$ cat src/rtl/err_irq_agg_pkg.sv
package err_irq_agg_pkg;
  localparam int CODE_W = 3;

  typedef enum logic [CODE_W-1:0] {
    EC_NONE    = 3'd0,
    EC_MACRO   = 3'd1,
    EC_ECC_FIX = 3'd2,
    EC_ECC_BAD = 3'd3,
    EC_BLANK   = 3'd4,
    EC_LOCKED  = 3'd5,
    EC_CHECK   = 3'd6,
    EC_STATE   = 3'd7
  } err_code_e;

  localparam int NUM_IRQ      = 2;
  localparam int IRQ_DONE_BIT = 0;
  localparam int IRQ_ERR_BIT  = 1;

  localparam int NUM_ALERTS       = 5;
  localparam int ALT_MACRO        = 0;
  localparam int ALT_CHECK        = 1;
  localparam int ALT_BUS          = 2;
  localparam int ALT_PRIM_FATAL   = 3;
  localparam int ALT_PRIM_RECOV   = 4;

  function automatic logic code_recoverable(input logic [CODE_W-1:0] c);
    return (c == EC_ECC_FIX) || (c == EC_BLANK) || (c == EC_LOCKED);
  endfunction

  function automatic logic code_macro_fatal(input logic [CODE_W-1:0] c);
    return (c == EC_MACRO) || (c == EC_ECC_BAD);
  endfunction

  function automatic logic code_check_fatal(input logic [CODE_W-1:0] c);
    return (c == EC_CHECK) || (c == EC_STATE);
  endfunction
endpackage

$ cat src/rtl/agent_code_slot.sv
module agent_code_slot
  import err_irq_agg_pkg::*;
(
  input  logic              clk,
  input  logic              rst,
  input  logic              rep_valid,
  input  logic [CODE_W-1:0] rep_code,
  input  logic              cmd_start,
  output logic [CODE_W-1:0] code_q,
  output logic              err_hit,
  output logic              macro_hit,
  output logic              check_hit
);
  logic drop_recov;
  assign drop_recov = cmd_start && code_recoverable(code_q);

  always_ff @(posedge clk) begin
    if (rst)             code_q <= '0;
    else if (rep_valid)  code_q <= rep_code;
    else if (drop_recov) code_q <= '0;
  end

  assign err_hit   = rep_valid && (rep_code != '0);
  assign macro_hit = rep_valid && code_macro_fatal(rep_code);
  assign check_hit = rep_valid && code_check_fatal(rep_code);

  AST_CODE_CAPTURE: assert property (@(posedge clk) disable iff (rst)
    rep_valid |=> code_q == $past(rep_code));
  AST_RECOV_DROP: assert property (@(posedge clk) disable iff (rst)
    (!rep_valid && cmd_start && code_recoverable(code_q)) |=> code_q == '0);
  AST_CODE_HOLD: assert property (@(posedge clk) disable iff (rst)
    (!rep_valid && !(cmd_start && code_recoverable(code_q))) |=> $stable(code_q));
endmodule

$ cat src/rtl/intr_sticky_bank.sv
module intr_sticky_bank
  import err_irq_agg_pkg::*;
(
  input  logic               clk,
  input  logic               rst,
  input  logic [NUM_IRQ-1:0] hw_set,
  input  logic               clr_we,
  input  logic [NUM_IRQ-1:0] clr_mask,
  input  logic               en_we,
  input  logic [NUM_IRQ-1:0] en_wdata,
  input  logic               test_we,
  input  logic [NUM_IRQ-1:0] test_mask,
  output logic [NUM_IRQ-1:0] state_q,
  output logic [NUM_IRQ-1:0] en_q,
  output logic [NUM_IRQ-1:0] irq_q
);
  logic [NUM_IRQ-1:0] clr_eff, force_eff, state_d;

  assign clr_eff   = clr_we  ? clr_mask  : '0;
  assign force_eff = test_we ? test_mask : '0;
  assign state_d   = (state_q & ~clr_eff) | hw_set | force_eff;

  always_ff @(posedge clk) begin
    if (rst) begin
      state_q <= '0;
      en_q    <= '0;
      irq_q   <= '0;
    end else begin
      state_q <= state_d;
      if (en_we) en_q <= en_wdata;
      irq_q <= state_q & en_q;
    end
  end

  for (genvar b = 0; b < NUM_IRQ; b++) begin : g_chk
    AST_SET_WINS: assert property (@(posedge clk) disable iff (rst)
      hw_set[b] |=> state_q[b]);
    AST_W1C: assert property (@(posedge clk) disable iff (rst)
      (clr_we && clr_mask[b] && !hw_set[b] && !(test_we && test_mask[b])) |=> !state_q[b]);
    AST_FORCE: assert property (@(posedge clk) disable iff (rst)
      (test_we && test_mask[b]) |=> state_q[b]);
    AST_IRQ_ON: assert property (@(posedge clk) disable iff (rst)
      (state_q[b] && en_q[b]) |=> irq_q[b]);
    AST_IRQ_OFF: assert property (@(posedge clk) disable iff (rst)
      !(state_q[b] && en_q[b]) |=> !irq_q[b]);
  end
endmodule

$ cat src/rtl/alert_event_gen.sv
module alert_event_gen
  import err_irq_agg_pkg::*;
(
  input  logic                  clk,
  input  logic                  rst,
  input  logic                  macro_any,
  input  logic                  check_any,
  input  logic                  test_we,
  input  logic [NUM_ALERTS-1:0] test_mask,
  output logic [NUM_ALERTS-1:0] alert_q
);
  logic [NUM_ALERTS-1:0] alert_d;

  always_comb begin
    alert_d = test_we ? test_mask : '0;
    alert_d[ALT_MACRO] = alert_d[ALT_MACRO] | macro_any;
    alert_d[ALT_CHECK] = alert_d[ALT_CHECK] | check_any;
  end

  always_ff @(posedge clk) begin
    if (rst) alert_q <= '0;
    else     alert_q <= alert_d;
  end

  AST_MACRO_FIRES: assert property (@(posedge clk) disable iff (rst)
    macro_any |=> alert_q[ALT_MACRO]);
  AST_CHECK_FIRES: assert property (@(posedge clk) disable iff (rst)
    check_any |=> alert_q[ALT_CHECK]);
  AST_MACRO_QUIET: assert property (@(posedge clk) disable iff (rst)
    (!macro_any && !(test_we && test_mask[ALT_MACRO])) |=> !alert_q[ALT_MACRO]);

  for (genvar b = 0; b < NUM_ALERTS; b++) begin : g_tst
    AST_TEST_FIRES: assert property (@(posedge clk) disable iff (rst)
      (test_we && test_mask[b]) |=> alert_q[b]);
  end
endmodule

$ cat src/rtl/err_irq_agg.sv
module err_irq_agg
  import err_irq_agg_pkg::*;
#(
  parameter int NUM_AGENTS = 13,
  parameter int ADDR_W     = 8,
  parameter int DATA_W     = 32,
  parameter int CODE_BASE  = 'h40
) (
  input  logic                         clk,
  input  logic                         rst,
  input  logic [NUM_AGENTS-1:0]        agent_err_valid,
  input  logic [NUM_AGENTS*CODE_W-1:0] agent_err_code,
  input  logic [NUM_AGENTS-1:0]        agent_cmd_start,
  input  logic                         op_done,
  input  logic                         reg_valid,
  input  logic                         reg_write,
  input  logic [ADDR_W-1:0]            reg_addr,
  input  logic [DATA_W-1:0]            reg_wdata,
  output logic [DATA_W-1:0]            reg_rdata,
  output logic                         irq_error,
  output logic                         irq_op_done,
  output logic                         alert_macro,
  output logic                         alert_check,
  output logic                         alert_bus_integ,
  output logic                         alert_prim_fatal,
  output logic                         alert_prim_recov
);
  localparam logic [ADDR_W-1:0] A_STATUS = ADDR_W'('h00);
  localparam logic [ADDR_W-1:0] A_STATE  = ADDR_W'('h04);
  localparam logic [ADDR_W-1:0] A_ENABLE = ADDR_W'('h08);
  localparam logic [ADDR_W-1:0] A_TEST   = ADDR_W'('h0C);
  localparam logic [ADDR_W-1:0] A_ALERT  = ADDR_W'('h10);

  logic [CODE_W-1:0]     code_q [NUM_AGENTS];
  logic [NUM_AGENTS-1:0] err_hit, macro_hit, check_hit, status_vec;

  for (genvar i = 0; i < NUM_AGENTS; i++) begin : g_agent
    agent_code_slot u_slot (
      .clk       (clk),
      .rst       (rst),
      .rep_valid (agent_err_valid[i]),
      .rep_code  (agent_err_code[i*CODE_W +: CODE_W]),
      .cmd_start (agent_cmd_start[i]),
      .code_q    (code_q[i]),
      .err_hit   (err_hit[i]),
      .macro_hit (macro_hit[i]),
      .check_hit (check_hit[i])
    );
    assign status_vec[i] = |code_q[i];
  end

  logic wr_en, rd_en;
  assign wr_en = reg_valid && reg_write;
  assign rd_en = reg_valid && !reg_write;

  logic [NUM_IRQ-1:0] state_q, en_q, irq_q, hw_set;
  assign hw_set[IRQ_ERR_BIT]  = |err_hit;
  assign hw_set[IRQ_DONE_BIT] = op_done;

  intr_sticky_bank u_intr (
    .clk       (clk),
    .rst       (rst),
    .hw_set    (hw_set),
    .clr_we    (wr_en && reg_addr == A_STATE),
    .clr_mask  (reg_wdata[NUM_IRQ-1:0]),
    .en_we     (wr_en && reg_addr == A_ENABLE),
    .en_wdata  (reg_wdata[NUM_IRQ-1:0]),
    .test_we   (wr_en && reg_addr == A_TEST),
    .test_mask (reg_wdata[NUM_IRQ-1:0]),
    .state_q   (state_q),
    .en_q      (en_q),
    .irq_q     (irq_q)
  );
  assign irq_error   = irq_q[IRQ_ERR_BIT];
  assign irq_op_done = irq_q[IRQ_DONE_BIT];

  logic [NUM_ALERTS-1:0] alert_q;
  alert_event_gen u_alert (
    .clk       (clk),
    .rst       (rst),
    .macro_any (|macro_hit),
    .check_any (|check_hit),
    .test_we   (wr_en && reg_addr == A_ALERT),
    .test_mask (reg_wdata[NUM_ALERTS-1:0]),
    .alert_q   (alert_q)
  );
  assign alert_macro      = alert_q[ALT_MACRO];
  assign alert_check      = alert_q[ALT_CHECK];
  assign alert_bus_integ  = alert_q[ALT_BUS];
  assign alert_prim_fatal = alert_q[ALT_PRIM_FATAL];
  assign alert_prim_recov = alert_q[ALT_PRIM_RECOV];

  logic [DATA_W-1:0] rd_mux;
  always_comb begin
    rd_mux = '0;
    if (reg_addr == A_STATUS) rd_mux[NUM_AGENTS-1:0] = status_vec;
    if (reg_addr == A_STATE)  rd_mux[NUM_IRQ-1:0]    = state_q;
    if (reg_addr == A_ENABLE) rd_mux[NUM_IRQ-1:0]    = en_q;
    for (int i = 0; i < NUM_AGENTS; i++) begin
      if (reg_addr == ADDR_W'(CODE_BASE + 4*i)) rd_mux[CODE_W-1:0] = code_q[i];
    end
  end

  always_ff @(posedge clk) begin
    if (rst)        reg_rdata <= '0;
    else if (rd_en) reg_rdata <= rd_mux;
  end

  AST_ERR_STICKY: assert property (@(posedge clk) disable iff (rst)
    (|err_hit) |=> state_q[IRQ_ERR_BIT]);
  AST_STATUS_READ: assert property (@(posedge clk) disable iff (rst)
    (rd_en && reg_addr == A_STATUS) |=> reg_rdata[NUM_AGENTS-1:0] == $past(status_vec));
endmodule

$ cat config.mk
export PLATFORM = sky130hd
export DESIGN_NAME = err_irq_agg
export DESIGN_NICKNAME = d
export VERILOG_FILES = /design/src/rtl/err_irq_agg_pkg.sv /design/src/rtl/agent_code_slot.sv /design/src/rtl/intr_sticky_bank.sv /design/src/rtl/alert_event_gen.sv /design/src/rtl/err_irq_agg.sv
export SDC_FILE = /design/constraint.sdc
export NUM_CORES = 1
export LEC_CHECK = 0
export BUFFER_PORTS_ARGS = -buffer_cell sky130_fd_sc_hd__buf_2
export CAP_MARGIN = 20
export CORE_MARGIN = 2
export CORE_UTILIZATION = 52
export CTS_CLUSTER_SIZE = 12
export DETAILED_ROUTE_END_ITERATION = 10
export PLACE_DENSITY = 0.95
export SLEW_MARGIN = 10
export SYNTH_ARGS = -nofsm -noshare
export SYNTH_HDL_FRONTEND = slang
export SYNTH_SLANG_ARGS = --single-unit
export TNS_END_PERCENT = 10
$ cat constraint.sdc
create_clock -name clk -period 3.2 [get_ports clk]
set_input_delay 0.64 -clock clk [delete_from_list [all_inputs] [get_ports clk]]
set_output_delay 0.64 -clock clk [all_outputs]
set_load 0.01 [all_outputs]
=== After elaboration in Yosys (flattened, before gate mapping) ===
Index checks and enable logic that the tools add are counted.

* Input port bits: 110
* Register bits after elaboration: 63
* Word-level logic and storage cells: 335
* Output and inout bits: 39

* Reductions and logical operators: 155
* Bitwise gates (word level): 8
* Multiplexer cells: 45
* Equal/unequal tests: 108

{| class="wikitable"
|+ Operators with widths
! cell !! number
|-
| 3-bit == test, second input constant || 52
|-
| 3-bit 2-to-1 mux || 39
|-
| 8-bit by 7-bit == test with 1-bit output, second input constant || 13
|-
| 3-bit by 2-bit == test with 1-bit output, second input constant || 26
|-
| 1-bit logical AND || 58
|-
| 1-bit logical OR || 52
|-
| 3-bit by 1-bit == test with 1-bit output, second input constant || 13
|-
| 3-bit nonzero test || 13
|-
| 13-bit OR reduction || 3
|-
| 3-bit OR reduction || 13
|-
| 2-bit nonzero test || 13
|-
| 8-bit by 4-bit == test with 1-bit output, second input constant || 2
|-
| 13-bit 2-to-1 mux || 1
|-
| 2-bit 2-to-1 mux || 5
|-
| 8-bit by 3-bit == test with 1-bit output, second input constant || 1
|-
| 8-bit by 5-bit == test with 1-bit output, second input constant || 1
|-
| 8-bit zero test || 1
|-
| 2-bit bitwise AND || 2
|-
| 2-bit bitwise OR || 2
|-
| 2-bit inverter || 1
|-
| 1-bit bitwise OR || 2
|-
| 2-bit OR reduction || 1
|-
| 1-bit zero test || 1
|-
| 1-bit inverter || 1
|}

=== Longest topological paths before layout ===
* Depth in word-level cells: 17
* Mapped depth: 7
* Gate-level depth less buffers: 6

=== Hierarchy ===
From an unflattened synthesis, not the netlist that was laid out.

* Cell total of the unflattened synthesis: 479
* Area, all modules: 4102.7 sq um

{| class="wikitable"
|+ Modules (own cells, without submodules)
! module !! area each (sq um) !! sequential area each (sq um) !! cells an instance !! times used
|-
| agent_code_slot || 173.9 || 60.1 || 19 || 13
|-
| err_irq_agg || 1493.9 || 260.2 || 199 || 1
|-
| intr_sticky_bank || 202.7 || 120.1 || 20 || 1
|-
| alert_event_gen || 145.1 || 100.1 || 13 || 1
|}

=== Worst setup path before layout ===
Ideal clock, no wire load.

* Kind: input to register
* Start: input reg_addr[7]
* End: register u_intr.state_q[0]
* Required time: 3072 ps
* Cell stages on the path: 6
* Path slack: 1162 ps
* Buffers on the path: 0
* Setup time: 128 ps
* Arrival time: 1910 ps
* Path through: or4_4 > nor3_2 > nand3_1 > mux2_1 > nor2_1 > nor2_1

* Word-level cells in the longest chain between the ends: 7
* Elaborated cells on any way between the ends: 10
* Those cells by class: 2 x eq/ne; 2 x mux; 4 x bitwise; 2 x reduce/logical

{| class="wikitable"
|+ RTL lines
! what !! RTL line !! source
|-
| start, declared || err_irq_agg.sv:17 || <nowiki>input logic [ADDR_W-1:0] reg_addr,</nowiki>
|-
| 8-bit by 3-bit == test with 1-bit output || err_irq_agg.sv:64 || <nowiki>.clr_we (wr_en && reg_addr == A_STATE),</nowiki>
|-
| 1-bit logical AND || err_irq_agg.sv:64 ||
|-
| 2-bit 2-to-1 mux || intr_sticky_bank.sv:19 || <nowiki>assign clr_eff = clr_we ? clr_mask : '0;</nowiki>
|-
| 2-bit inverter || intr_sticky_bank.sv:21 || <nowiki>assign state_d = (state_q & ~clr_eff) | hw_set | force_eff;</nowiki>
|-
| 2-bit bitwise AND || intr_sticky_bank.sv:21 ||
|-
| 2-bit bitwise OR || intr_sticky_bank.sv:21 ||
|-
| 2-bit bitwise OR * || intr_sticky_bank.sv:21 ||
|-
| end signal, assigned || intr_sticky_bank.sv:29 || <nowiki>state_q <= state_d;</nowiki>
|-
| end, declared || intr_sticky_bank.sv:13 || <nowiki>output logic [NUM_IRQ-1:0] state_q,</nowiki>
|}

Mark *: on every way between the ends. The rest lies on a longest branch, timed or not.
A chain may end at the register's enable or synchronous reset.

=== Worst setup path in the final report ===
* Start: input reg_addr[6]
* End: register reg_rdata[1]

* Word-level cells in the longest chain between the ends: 17
* Elaborated cells on any way between the ends: 32
* Those cells by class: 15 x eq/ne; 16 x mux; 1 x reduce/logical

{| class="wikitable"
|+ RTL lines
! what !! RTL line !! source
|-
| 8-bit zero test || err_irq_agg.sv:96 || <nowiki>if (reg_addr == A_STATUS) rd_mux[NUM_AGENTS-1:0] = status_vec;</nowiki>
|-
| 13-bit 2-to-1 mux || err_irq_agg.sv:96 ||
|-
| 2-bit 2-to-1 mux || err_irq_agg.sv:97 || <nowiki>if (reg_addr == A_STATE) rd_mux[NUM_IRQ-1:0] = state_q;</nowiki>
|-
| 2-bit 2-to-1 mux || err_irq_agg.sv:98 || <nowiki>if (reg_addr == A_ENABLE) rd_mux[NUM_IRQ-1:0] = en_q;</nowiki>
|-
| 3-bit 2-to-1 mux (12 in a row) || err_irq_agg.sv:100 || <nowiki>if (reg_addr == ADDR_W'(CODE_BASE + 4*i)) rd_mux[CODE_W-1:0] = code_q[i];</nowiki>
|-
| 3-bit 2-to-1 mux * || err_irq_agg.sv:100 ||
|-
| end signal, assigned || err_irq_agg.sv:106 || <nowiki>else if (rd_en) reg_rdata <= rd_mux;</nowiki>
|-
| end, declared || err_irq_agg.sv:19 || <nowiki>output logic [DATA_W-1:0] reg_rdata,</nowiki>
|}

Marked as above.

==> results.txt <==
Among all flip-flop cells after synthesis, the most frequent one is dfxtp_1. The number of buffers and inverters on the critical path is 1. The overall die area is 7510 um2. The via-per-instance ratio came out at 6.16. The number of sinks handled by clock tree synthesis is 63. The startpoint of the most critical hold path is reg_rdata[9]. The CTS tree is done. The final critical delay including setup and external delays came out at 2.16 ns. For this block, the initial DRC count from the detailed router was 500. Entering global routing, the biggest net connects 37 pins. The per-instance average area after synthesis came out at 7.72 um2. Data on the critical path is required at its endpoint by 3.42 ns. The number of global-route vias before repair is 3553. The gate count after technology mapping is 460. The per-cell routed wire length came out at 16.7 um.

The number of antenna violations at the first check in global routing came out at 0. After global routing the overflow that remains totals 0. For this run, the number of Yosys warnings is 0.

The largest individual stage delay along the critical path comes from the cell a2111oi_0. The power density over the cells is 426 nW/um2. The flow ran to the end, and the final reports show no timing, DRC or antenna violations. The cell count along the critical path came out at 7.

Counting the buffers created by CTS gives 9. The final clock skew came out at 0.00899 ns. The share of total power dissipated in combinational logic is 16.7%. The total length of routed wires is 10800 um. The register bit count reported by yosys is 63. The die boundary height is 86.7 um. The number of gates given a new drive strength after cts came out at 0. The startpoint identified for the worst register-to-register timing path is g_agent[2].u_slot.code_q[2]. The hold path endpoint is reg_rdata[9].

The analysis attributes to net switching a power of 545 uW. The switching share of power came out at 30.2%. The met1 track demand over resource is 36.5%. The global-route layer with the greatest usage is met2. In the global route stage, met3 resource usage came out at 5.62%. The worst setup path is launched from an input pin. Hold repair after CTS inserted 0 buffers.

The clock root buffer master is clkbuf_8. The portion of total power attributed to sequential cells is 47.1%. The net count reported at finish is 669. The clock insertion delay at the later pin of the skew report is 0.35 ns. The number of core rows came out at 30. The half-perimeter wire length of the detailed placement result came out at 8250 um. By startpoint and endpoint, the worst setup path is classified as input pin to register.

The cell area after technology mapping came out at 3550 um2. Measured along the x axis, the die boundary spans 86.7 um. In this run the worst path has a maximum fanout of 10. After floorplanning, the core was sized to cover 6720 um2. Adding up every negative setup slack in the final design gives 0 ns. Traced cell by cell, the critical path runs through buf_2 > nor2b_1 > nand3b_2 > nor3_1 > o21ai_0 > a2111oi_0 > nor2_1.

The sequential element share of the synthesized area came out at 35.5%. In the synthesized netlist the async set-or-reset flop fraction comes to 0%. The number of max-slew violations in the final report came out at 0. The number of cells on the worst reg-to-reg path is 6. The count of buffers inserted at the top-level ports is 102.

The part of the total power dissipated in the clock network came out at 36.1%. The I/O pin count came out at 149. The cell depth of the worst hold path is 2. The transition time at the pin with the least slew margin came out at 0.634 ns. Setup violations remaining at the end of the flow were counted as 0. The number of standard cells in the layout, taps in and fillers out is 644. The number of synthesized flops with an enable pin came out at 0.

For this design the static power due to leakage is 0.00174 uW. The final weighted congestion in routability-driven placement came out at 0.961. The first-pass detailed-route iteration total came out at 5. The buffer levels on the longest clock path came out at 2. The fraction of final layout cells with drive strength greater than 1 is 25.7%.

In this run, placement finished with an instance count of 628. The setup slack of the worst register-to-register path came out at 1.51 ns. The H-tree depth came out at 3. STA puts the critical path data arrival time at 2.39 ns.

Clock-pin slew was measured on the worst setup and hold paths at 0.07 ns. The initial core utilization is 52.9%. The internal cell power came out at 1260 uW. The largest voltage drop on the vdd net is 241 uV. Global routing used 28.6% of the available tracks across all layers. The routed layout has 3966 vias.

The number of failing hold endpoints at the final stage came to 0. The worst hold path belongs to the class register to register. The remaining number of nets flagged by the antenna check after routing is 0. The netlist uses 52 different library cells. The final clock period utilization by the worst path is 67.6%.

Setup repair after global routing left no endpoint under its margin. The biggest cell delay along the critical path is 0.53 ns. The number of design rule violations left after detail routing is 0. 0 antenna diodes ended up in the layout.

The number of max-capacitance violations reported came out at 0. From synthesis to final layout, the design area changed by 19.1%. The worst setup path is captured at a register. On the critical path the largest part of the delay comes from simple AND/OR/NAND/NOR gates.

The worst relative slew slack is 57.7%. The critical register-to-register path endpoint is reg_rdata[2]. The met2 usage is 45.3%. The maximum clock frequency is 462 MHz. Measured on the finished design, the core utilization comes to 63.0%. Once the clock tree was built, the setup fixing pass inserted 0 buffers. The first global-routing pass estimated 16700 um of wire.

The overall power after layout is 1800 uW.
[worst register-to-register path, cell delays in order (launching register included)]
cell      delay, ns
dfxtp_1        0.39
nor3_1         0.11
o31a_1         0.25
o41ai_1        0.25
o311ai_0       0.19
a221oi_1       0.31
or3_1          0.15
[per-stage QoR]
stage                     setup slack, ns  hold WS, ns  cell area (um2)
after floorplan                      1.16        0.419             3620
after detailed placement            0.744        0.441             4050
after CTS                            1.10        0.451             4230
after global placement              0.748        0.437             4050
final                                1.04        0.452             4230
after global routing                0.856        0.468             4230
[synthesized netlist by cell type (2+ instances only)]
cell,n,share of area [%]
nand3_1,22,3.1
clkbuf_1,11,1.2
mux2i_1,9,2.5
nor2_1,58,6.1
or4_1,2,0.42
or3_1,3,0.53
nor3_1,5,0.70
o31ai_1,6,1.3
nand2b_1,5,0.88
o21ai_0,22,3.1
a21oi_1,51,7.2
nand4_1,7,1.2
inv_1,4,0.42
a221oi_1,2,0.49
o22ai_1,10,1.8
mux2_2,16,5.1
and2_1,4,0.70
dfxtp_1,63,36
nor4_1,6,1.1
o211ai_1,2,0.42
o221ai_1,2,0.49
nor2b_1,4,0.70
a2bb2oi_1,2,0.49
buf_2,5,0.70
nand2_1,63,6.7
o311ai_0,11,2.7
a22oi_1,20,4.2
a31oi_1,3,0.53
buf_4,19,4.0
[power groups by stage]
stage / sequential (uW) / clock [uW] / combinational (uW)
floorplan: 858 / 0 / 186
global placement: 864 / 0 / 284
detailed placement: 866 / 0 / 292
CTS: 848 / 653 / 293
global route: 854 / 687 / 327
finish: 849 / 651 / 302
[sequential cells by signal (all words and copies together) (netlist names)]
| signal | count |
|---|---|
| u_alert.alert_q | 5 |
| u_intr.state_q | 2 |
| u_intr.irq_q | 2 |
| g_agent.u_slot.code_q | 39 |
| reg_rdata | 13 |
| u_intr.en_q | 2 |
[placed cells by master (no fill, tap or decap), types with 11 or more instances in the layout]
master	count
buf_2	102
o21ai_0	22
o311ai_0	11
a22oi_1	20
conb_1	19
mux2_2	16
nand3_1	22
nand2_1	63
a21oi_1	51
nor2_1	58
clkbuf_8	11
dfxtp_1	63
[per-layer routing]
layer | vias to the layer above | share of wire [%]
met5 | - | 0
met4 | 0 | 4.0
met3 | 42 | 9.8
met2 | 247 | 46
met1 | 1802 | 40
li1 | 1875 | -
[worst max path at each step]
| stage | from | endpoint | slack (ns) |
|---|---|---|---|
| floorplan | reg_addr[7] | u_intr.state_q[0] | 1.16 |
| global placement | reg_addr[2] | reg_rdata[2] | 0.75 |
| detailed placement | reg_addr[2] | reg_rdata[2] | 0.74 |
| CTS | reg_addr[2] | reg_rdata[2] | 1.10 |
| global route | reg_addr[6] | reg_rdata[1] | 0.86 |
| finish | reg_addr[6] | reg_rdata[1] | 1.04 |
[area by class of cell]
class	instances	area, um2
fillers	585	2490
multi-input cells	375	2130
flip-flops and latches	63	1260
repair buffers	106	541
clock buffers	11	151
well taps	80	100
clock inverters	5	32.5
inverters	4	15.0
[cells by family (layout without fill, tap and decap cells)]
kind of cell | after synthesis | in the layout | share of synthesized area (%)
buffers and inverters | 40 | 126 | 6.41
and+or+nand+nor | 189 | 189 | 24.9
AOI/OAI and AO/OA | 141 | 141 | 25.2
DFF | 63 | 63 | 35.5
other | 1 | 19 | 0.106
muxes | 26 | 26 | 7.93
No activity file was read; power rests on OpenSTA's default activity.
